`src/rtl/wdt_pkg.sv`:
```
package wdt_pkg;
   typedef enum logic {
      KS_IDLE,
      KS_HALF
   } key_state_t;

   localparam logic [1:0] KEY_OPEN  = 2'b01;
   localparam logic [1:0] KEY_CLOSE = 2'b10;

   // control write field layout
   localparam int CTRL_W  = 5;
   localparam int ARM_LSB = 0;
   localparam int SVC_LSB = 2;
   localparam int SEL_BIT = 4;

   // status read field layout (count sits in the top bits)
   localparam int ST_EN  = 0;
   localparam int ST_EXP = 1;
   localparam int ST_SEL = 2;
endpackage

```
`src/rtl/wdt_prescale.sv`:
```
module wdt_prescale #(
   parameter int DIV = 5
) (
   input  logic clk,
   input  logic rst_n,
   input  logic adv_i,
   output logic pulse_o
);
   generate
      if (DIV < 1) begin : g_bad
         $error("wdt_prescale: DIV must be at least 1");
      end
      if (DIV == 1) begin : g_pass
         logic unused_clk;
         assign unused_clk = clk ^ rst_n;
         assign pulse_o = adv_i;
      end else begin : g_div
         localparam int W = $clog2(DIV);
         localparam logic [W-1:0] LAST = W'(DIV - 1);
         logic [W-1:0] cnt_q;
         always_ff @(posedge clk) begin
            if (!rst_n) begin
               cnt_q <= '0;
            end else if (adv_i) begin
               cnt_q <= (cnt_q == LAST) ? '0 : cnt_q + 1'b1;
            end
         end
         assign pulse_o = adv_i && (cnt_q == LAST);
      end
   endgenerate
endmodule

```
`src/rtl/wdt_key_seq.sv`:
```
module wdt_key_seq
   import wdt_pkg::*;
(
   input  logic       clk,
   input  logic       rst_n,
   input  logic       wr_i,
   input  logic [1:0] key_i,
   output logic       fire_o
);
   key_state_t state_q;

   always_ff @(posedge clk) begin
      if (!rst_n) begin
         state_q <= KS_IDLE;
      end else if (wr_i) begin
         state_q <= (key_i == KEY_OPEN) ? KS_HALF : KS_IDLE;
      end
   end

   assign fire_o = wr_i && (state_q == KS_HALF) && (key_i == KEY_CLOSE);
endmodule

```
`src/rtl/wdt_channel.sv`:
```
module wdt_channel
   import wdt_pkg::*;
#(
   parameter int CNT_W      = 16,
   parameter int DATA_W     = 32,
   parameter int RST_CYCLES = 16
) (
   input  logic              clk,
   input  logic              rst_n,
   input  logic              tick_fast_i,
   input  logic              tick_slow_i,
   input  logic              wr_preset_i,
   input  logic              wr_ctrl_i,
   input  logic [CNT_W-1:0]  preset_d_i,
   input  logic [CTRL_W-1:0] ctrl_d_i,
   output logic [CNT_W-1:0]  preset_o,
   output logic [DATA_W-1:0] status_o,
   output logic [CNT_W-1:0]  cnt_o,
   output logic              en_o,
   output logic              exp_o,
   output logic              busy_o,
   output logic              arm_o,
   output logic              svc_o
);
   localparam int HOLD_W = $clog2(RST_CYCLES + 1);
   localparam logic [HOLD_W-1:0] HOLD_LOAD = HOLD_W'(RST_CYCLES);

   logic [CNT_W-1:0]  preset_q;
   logic [CNT_W-1:0]  cnt_q;
   logic [HOLD_W-1:0] hold_q;
   logic              en_q;
   logic              exp_q;
   logic              sel_fast_q;
   logic              arm_fire;
   logic              svc_fire;
   logic              tick;

   wdt_key_seq u_arm_key (
      .clk    (clk),
      .rst_n  (rst_n),
      .wr_i   (wr_ctrl_i),
      .key_i  (ctrl_d_i[ARM_LSB +: 2]),
      .fire_o (arm_fire)
   );

   wdt_key_seq u_svc_key (
      .clk    (clk),
      .rst_n  (rst_n),
      .wr_i   (wr_ctrl_i),
      .key_i  (ctrl_d_i[SVC_LSB +: 2]),
      .fire_o (svc_fire)
   );

   always_ff @(posedge clk) begin
      if (!rst_n) begin
         preset_q   <= '0;
         sel_fast_q <= 1'b0;
      end else begin
         if (wr_preset_i) preset_q <= preset_d_i;
         if (wr_ctrl_i)   sel_fast_q <= ctrl_d_i[SEL_BIT];
      end
   end

   assign tick = sel_fast_q ? tick_fast_i : tick_slow_i;

   always_ff @(posedge clk) begin
      if (!rst_n) begin
         en_q   <= 1'b0;
         exp_q  <= 1'b0;
         cnt_q  <= '0;
         hold_q <= '0;
      end else begin
         if (hold_q != '0) begin
            hold_q <= hold_q - 1'b1;
            if (hold_q == HOLD_W'(1)) exp_q <= 1'b1;
         end
         if (arm_fire && (hold_q == '0)) begin
            en_q  <= 1'b1;
            cnt_q <= preset_q;
         end else if (en_q) begin
            if (cnt_q == '0) begin
               en_q   <= 1'b0;
               hold_q <= HOLD_LOAD;
            end else if (svc_fire) begin
               cnt_q <= preset_q;
            end else if (tick) begin
               cnt_q <= cnt_q - 1'b1;
            end
         end
      end
   end

   always_comb begin
      status_o                     = '0;
      status_o[ST_EN]              = en_q;
      status_o[ST_EXP]             = exp_q;
      status_o[ST_SEL]             = sel_fast_q;
      status_o[DATA_W-1 -: CNT_W]  = cnt_q;
   end

   assign preset_o = preset_q;
   assign cnt_o    = cnt_q;
   assign en_o     = en_q;
   assign exp_o    = exp_q;
   assign busy_o   = (hold_q != '0);
   assign arm_o    = arm_fire;
   assign svc_o    = svc_fire;
endmodule

```
`src/rtl/wdt_dual_unit.sv`:
```
module wdt_dual_unit
   import wdt_pkg::*;
#(
   parameter int N_TIMERS   = 2,
   parameter int CNT_W      = 16,
   parameter int DATA_W     = 32,
   parameter int FAST_DIV   = 5,
   parameter int SLOW_DIV   = 8000,
   parameter int RST_CYCLES = 16,
   localparam int IDX_W     = (N_TIMERS > 1) ? $clog2(N_TIMERS) : 1,
   localparam int ADDR_W    = IDX_W + 1
) (
   input  logic              clk,
   input  logic              rst_n,
   input  logic              reg_wr_i,
   input  logic [ADDR_W-1:0] reg_addr_i,
   input  logic [DATA_W-1:0] reg_wdata_i,
   output logic [DATA_W-1:0] reg_rdata_o,
   output logic              wdt_rst_o
);
   generate
      if (N_TIMERS < 1) begin : g_bad_n
         $error("wdt_dual_unit: N_TIMERS must be at least 1");
      end
      if (DATA_W < CNT_W + 3) begin : g_bad_w
         $error("wdt_dual_unit: DATA_W too narrow for status layout");
      end
      if (RST_CYCLES < 1) begin : g_bad_r
         $error("wdt_dual_unit: RST_CYCLES must be at least 1");
      end
   endgenerate

   logic tick_fast;
   logic tick_slow;

   logic [N_TIMERS-1:0]             ch_en;
   logic [N_TIMERS-1:0]             ch_exp;
   logic [N_TIMERS-1:0]             ch_busy;
   logic [N_TIMERS-1:0]             ch_arm;
   logic [N_TIMERS-1:0]             ch_svc;
   logic [N_TIMERS-1:0][CNT_W-1:0]  ch_cnt;
   logic [N_TIMERS-1:0][CNT_W-1:0]  ch_preset;
   logic [N_TIMERS-1:0][DATA_W-1:0] ch_status;

   logic unused_wdata;
   assign unused_wdata = ^reg_wdata_i[DATA_W-1:CNT_W];

   wdt_prescale #(.DIV(FAST_DIV)) u_fast_div (
      .clk     (clk),
      .rst_n   (rst_n),
      .adv_i   (1'b1),
      .pulse_o (tick_fast)
   );

   wdt_prescale #(.DIV(SLOW_DIV)) u_slow_div (
      .clk     (clk),
      .rst_n   (rst_n),
      .adv_i   (tick_fast),
      .pulse_o (tick_slow)
   );

   genvar gi;
   generate
      for (gi = 0; gi < N_TIMERS; gi++) begin : g_ch
         logic hit;
         assign hit = reg_wr_i && (reg_addr_i[ADDR_W-1:1] == IDX_W'(gi));

         wdt_channel #(
            .CNT_W      (CNT_W),
            .DATA_W     (DATA_W),
            .RST_CYCLES (RST_CYCLES)
         ) u_ch (
            .clk         (clk),
            .rst_n       (rst_n),
            .tick_fast_i (tick_fast),
            .tick_slow_i (tick_slow),
            .wr_preset_i (hit && !reg_addr_i[0]),
            .wr_ctrl_i   (hit && reg_addr_i[0]),
            .preset_d_i  (reg_wdata_i[CNT_W-1:0]),
            .ctrl_d_i    (reg_wdata_i[CTRL_W-1:0]),
            .preset_o    (ch_preset[gi]),
            .status_o    (ch_status[gi]),
            .cnt_o       (ch_cnt[gi]),
            .en_o        (ch_en[gi]),
            .exp_o       (ch_exp[gi]),
            .busy_o      (ch_busy[gi]),
            .arm_o       (ch_arm[gi]),
            .svc_o       (ch_svc[gi])
         );
      end
   endgenerate

   always_comb begin
      reg_rdata_o = '0;
      for (int k = 0; k < N_TIMERS; k++) begin
         if (reg_addr_i[ADDR_W-1:1] == IDX_W'(k)) begin
            reg_rdata_o = reg_addr_i[0] ? ch_status[k] : DATA_W'(ch_preset[k]);
         end
      end
   end

   assign wdt_rst_o = |ch_busy;
endmodule


```
`config.mk`:
```
export PLATFORM = sky130hd
export DESIGN_NAME = wdt_dual_unit
export DESIGN_NICKNAME = d
export VERILOG_FILES = /design/src/rtl/wdt_pkg.sv /design/src/rtl/wdt_prescale.sv /design/src/rtl/wdt_key_seq.sv /design/src/rtl/wdt_channel.sv /design/src/rtl/wdt_dual_unit.sv
export SDC_FILE = /design/constraint.sdc
export NUM_CORES = 1
export LEC_CHECK = 0
export ABC_AREA = 1
export BUFFER_PORTS_ARGS = -buffer_cell sky130_fd_sc_hd__buf_2
export CORE_UTILIZATION = 45
export DETAILED_ROUTE_END_ITERATION = 6
export SETUP_SLACK_MARGIN = 0.4
export SLEW_MARGIN = 40
export SYNTH_ARGS = -nofsm -noshare
export SYNTH_HDL_FRONTEND = slang
export SYNTH_HIERARCHICAL = 1
export SYNTH_SLANG_ARGS = --single-unit
```
`constraint.sdc`:
```
create_clock -name clk -period 5.63 [get_ports clk]
set_clock_uncertainty 0.15 [all_clocks]
set_input_delay 1.126 -clock clk [delete_from_list [all_inputs] [get_ports clk]]
set_output_delay 1.126 -clock clk [all_outputs]
set_load 0.02 [all_outputs]
```
==> impl_metrics.json <==
{
  "crit_arrival_ns": 3.77,
  "gp_congestion": 0.898,
  "cts.hold.buffers_added": 0,
  "synth_top_flop_cell": "dfxtp_1",
  "post-dp-hpwl_mm": 13.6,
  "hold_ws_ns": 0.304,
  "wl_per_cell_um": 13.7,
  "dp.cells": 1325,
  "slew_violations": 0,
  "hp-class": "reg -> reg",
  "fillCellCount": 1666,
  "final_nets": 1173,
  "initial_core_util_pct": 46.6,
  "synth-edff-count": 0,
  "first_pass_iters": 5,
  "cts_setup_buffers": 0,
  "worstPathRequired_ns": 5.70,
  "crit_type": "in -> reg",
  "ff2ff_path_depth": 12,
  "powerDensity_mw_per_mm2": 240,
  "fin_crit_ns": 3.71,
  "yosys_register_bits": 100,
  "outcome": "finished clean",
  "cts_tree": "built",
  "multi_input_area_mm2": 0.00390,
  "clock-sinks": 100,
  "cts_root_buffer": "clkbuf_16",
  "ir_worst_vdd_uv": 155,
  "drc_errors": 0,
  "seq_area_frac_synth_pct": 28.0,
  "yosys_warnings": 6,
  "setup_viol": 0,
  "leakage_uw": 0.00351,
  "fp-row-count": 45,
  "cts_resized": 0,
  "r2r-end": "g_ch[1].u_ch/cnt_o[15]$_SDFFE_PN0P_",
  "rrSetupSlack_ns": 2.91,
  "vias": 6363,
  "cts_made_buffers": 9,
  "async_flop_share_pct": 0,
  "setup_tns_ns": 0,
  "drt_iter0_drc": 508,
  "grt_max_degree": 52,
  "path_clk_slew_ns": 0.07,
  "syn_area_mm2": 0.00716,
  "synth_top_area_share_pct": 28.0,
  "worstMarginPinSlew_ns": 0.712,
  "grt_usage_pct": 23.6,
  "port_buffers": 53,
  "syn_to_final_growth_pct": 2.97,
  "io-pin-count": 70,
  "clockBufferDepth": 2,
  "routed_via_density": 4.74,
  "core_area_mm2": 0.0154,
  "hold_path_startpoint": "g_ch[0].u_ch/exp_o$_SDFFE_PN0P_",
  "cp-start-kind": "input port",
  "fin_cells": 1341,
  "yosysTopAreaCell": "dfxtp_1",
  "synthCells": 1126,
  "holdPathStages": 2,
  "grt_pass1_vias": 5819,
  "rsz0062_at_grt": "no",
  "min_to": "g_ch[0].u_ch/exp_o$_SDFFE_PN0P_",
  "cap_violations": 0,
  "fp.dieW_um": 128,
  "synth_cell_types": 35,
  "antenna_left": 0,
  "hold_violations": 0,
  "post-route-period-util_pct": 65.8,
  "synth.avg_cell_area_um2": 6.35,
  "drive_above_1_share_pct": 14.8,
  "htree_levels": 3,
  "grt_first_pass_wirelength_mm": 30.1,
  "antenna_found_initial": 0,
  "die_h_um": 128,
  "clkLatencyLatePin_ns": 0.36,
  "cp_max_fo": 51,
  "r2r_start": "u_fast_div/g_div.cnt_q[0]$_SDFFE_PN0P_",
  "die-area_mm2": 0.0164,
  "finalWirelength_mm": 18.4,
  "relSlewSlack_pct": 52.0,
  "ff_latch_area_mm2": 0.00200,
  "synth.area.top_cells": "dfxtp_1 (28%), nand2_1 (13%), nor2_1 (9.9%)",
  "n_antenna_cell": 0,
  "max_freq_mhz": 270,
  "gr-total-overflow": 0,
  "finish.utilization_pct": 47.9,
  "end_kind": "register"
}
==> power breakdown <==
group | switching (uW) | internal [uW]
sequential | 35.8 | 749
combinational | 223 | 117
clock | 285 | 359
==> logic make-up (layout without fill, tap and decap cells) <==
group / after synthesis / in the layout / synth area share [%]
compound gates: 135 / 135 / 10.5
other cells: 3 / 32 / 0.157
buf+inv: 255 / 230 / 19.0
xor+xnor: 20 / 20 / 2.45
flops: 100 / 100 / 28.0
simple gates: 602 / 602 / 37.9
fa+ha+maj: 11 / 11 / 1.92
==> flip-flops by register name, summed over array words and instances (netlist names) <==
| register | count |
|---|---|
| g_ch.u_ch/hold_q | 10 |
| g_ch.u_ch/u_arm_key/state_q | 2 |
| u_fast_div/g_div.cnt_q | 3 |
| g_ch.u_ch/u_svc_key/state_q | 2 |
| u_slow_div/g_div.cnt_q | 13 |
| g_ch.u_ch/sel_fast_q | 2 |
| g_ch.u_ch/preset_o | 32 |
| g_ch.u_ch/cnt_o | 32 |
| g_ch.u_ch/exp_o | 2 |
| g_ch.u_ch/en_o | 2 |
==> worst max-delay path by stage <==
stage,start,end
after floorplan,reg_addr_i[1],g_ch[0].u_ch/cnt_o[9]$_SDFFE_PN0P_
after global placement,reg_addr_i[0],g_ch[1].u_ch/cnt_o[14]$_SDFFE_PN0P_
final,reg_addr_i[0],g_ch[1].u_ch/cnt_o[14]$_SDFFE_PN0P_
after global routing,reg_addr_i[0],g_ch[1].u_ch/cnt_o[14]$_SDFFE_PN0P_
after CTS,reg_addr_i[0],g_ch[1].u_ch/cnt_o[14]$_SDFFE_PN0P_
after detailed placement,reg_addr_i[0],g_ch[1].u_ch/cnt_o[14]$_SDFFE_PN0P_
==> cell type report <==
cell class | count | area share, %
Timing Repair Buffer | 59 | 4.25
Multi-Input combinational cell | 800 | 52.9
Clock buffer | 11 | 3.29
Sequential cell | 100 | 27.2
Tap cell | 211 | 3.58
Clock inverter | 5 | 0.815
Inverter | 155 | 7.96
==> critical path, cell delays in order <==
cell and delay [ns]:
buf_4 0.42, inv_4 0.05, nor3_2 0.42, nand2_1 0.12, nor3_2 0.33, nand4_4 0.25
nand2_2 0.36, inv_2 0.21, or2_2 0.32, nand3_2 0.08, a21oi_2 0.05
==> cell usage after synthesis, types with 8 or more instances <==
| library cell | instances |
|---|---|
| nor2_1 | 188 |
| nand4_1 | 10 |
| nor3_1 | 12 |
| a21oi_1 | 25 |
| nor2_2 | 8 |
| buf_6 | 14 |
| buf_4 | 72 |
| clkbuf_1 | 10 |
| nand3_2 | 8 |
| nand2_1 | 251 |
| inv_1 | 145 |
| dfxtp_1 | 100 |
| nand2_2 | 25 |
| xor2_1 | 13 |
| ha_1 | 11 |
| o21ai_0 | 72 |
| o21ai_1 | 17 |
| nand3_1 | 73 |
| a21oi_2 | 18 |
==> routing by layer <==
layer,track usage (%),wire [um],up-vias
met1,31.2,8710,2840
met5,0,0,-
li1,-,-,3386
met4,6.78,358,0
met3,3.92,670,18
met2,39.5,8630,119
==> stage by stage <==
stage / total power, uW / worst slack, ns / cell area (um2)
4_1_cts: 1790 / 1.93 / 7370
6_report: 1770 / 1.92 / 7370
3_3_place_gp: 1140 / 1.31 / 7060
5_1_grt: 1870 / 1.67 / 7370
2_1_floorplan: 1070 / 2.55 / 7260
3_5_place_dp: 1140 / 1.56 / 7070
==> layout by cell type (no fill, tap or decap), types with 2 or more instances in the layout <==
cell,count
a21oi_1,25
a21oi_2,18
buf_2,52
buf_4,7
clkbuf_16,9
clkinv_1,2
conb_1,32
dfxtp_1,100
ha_1,11
inv_1,145
inv_2,6
inv_4,2
nand2_1,251
nand2_2,25
nand2_4,2
nand3_1,73
nand3_2,8
nand3_4,2
nand4_1,10
nand4_4,2
nor2_1,188
nor2_2,8
nor2_4,7
nor3_1,12
nor3_2,7
o211ai_1,2
o21ai_0,72
o21ai_1,17
or2_0,2
or2_2,5
xnor2_1,7
xor2_1,13
Note: power is estimated with default switching activity, not from simulation.
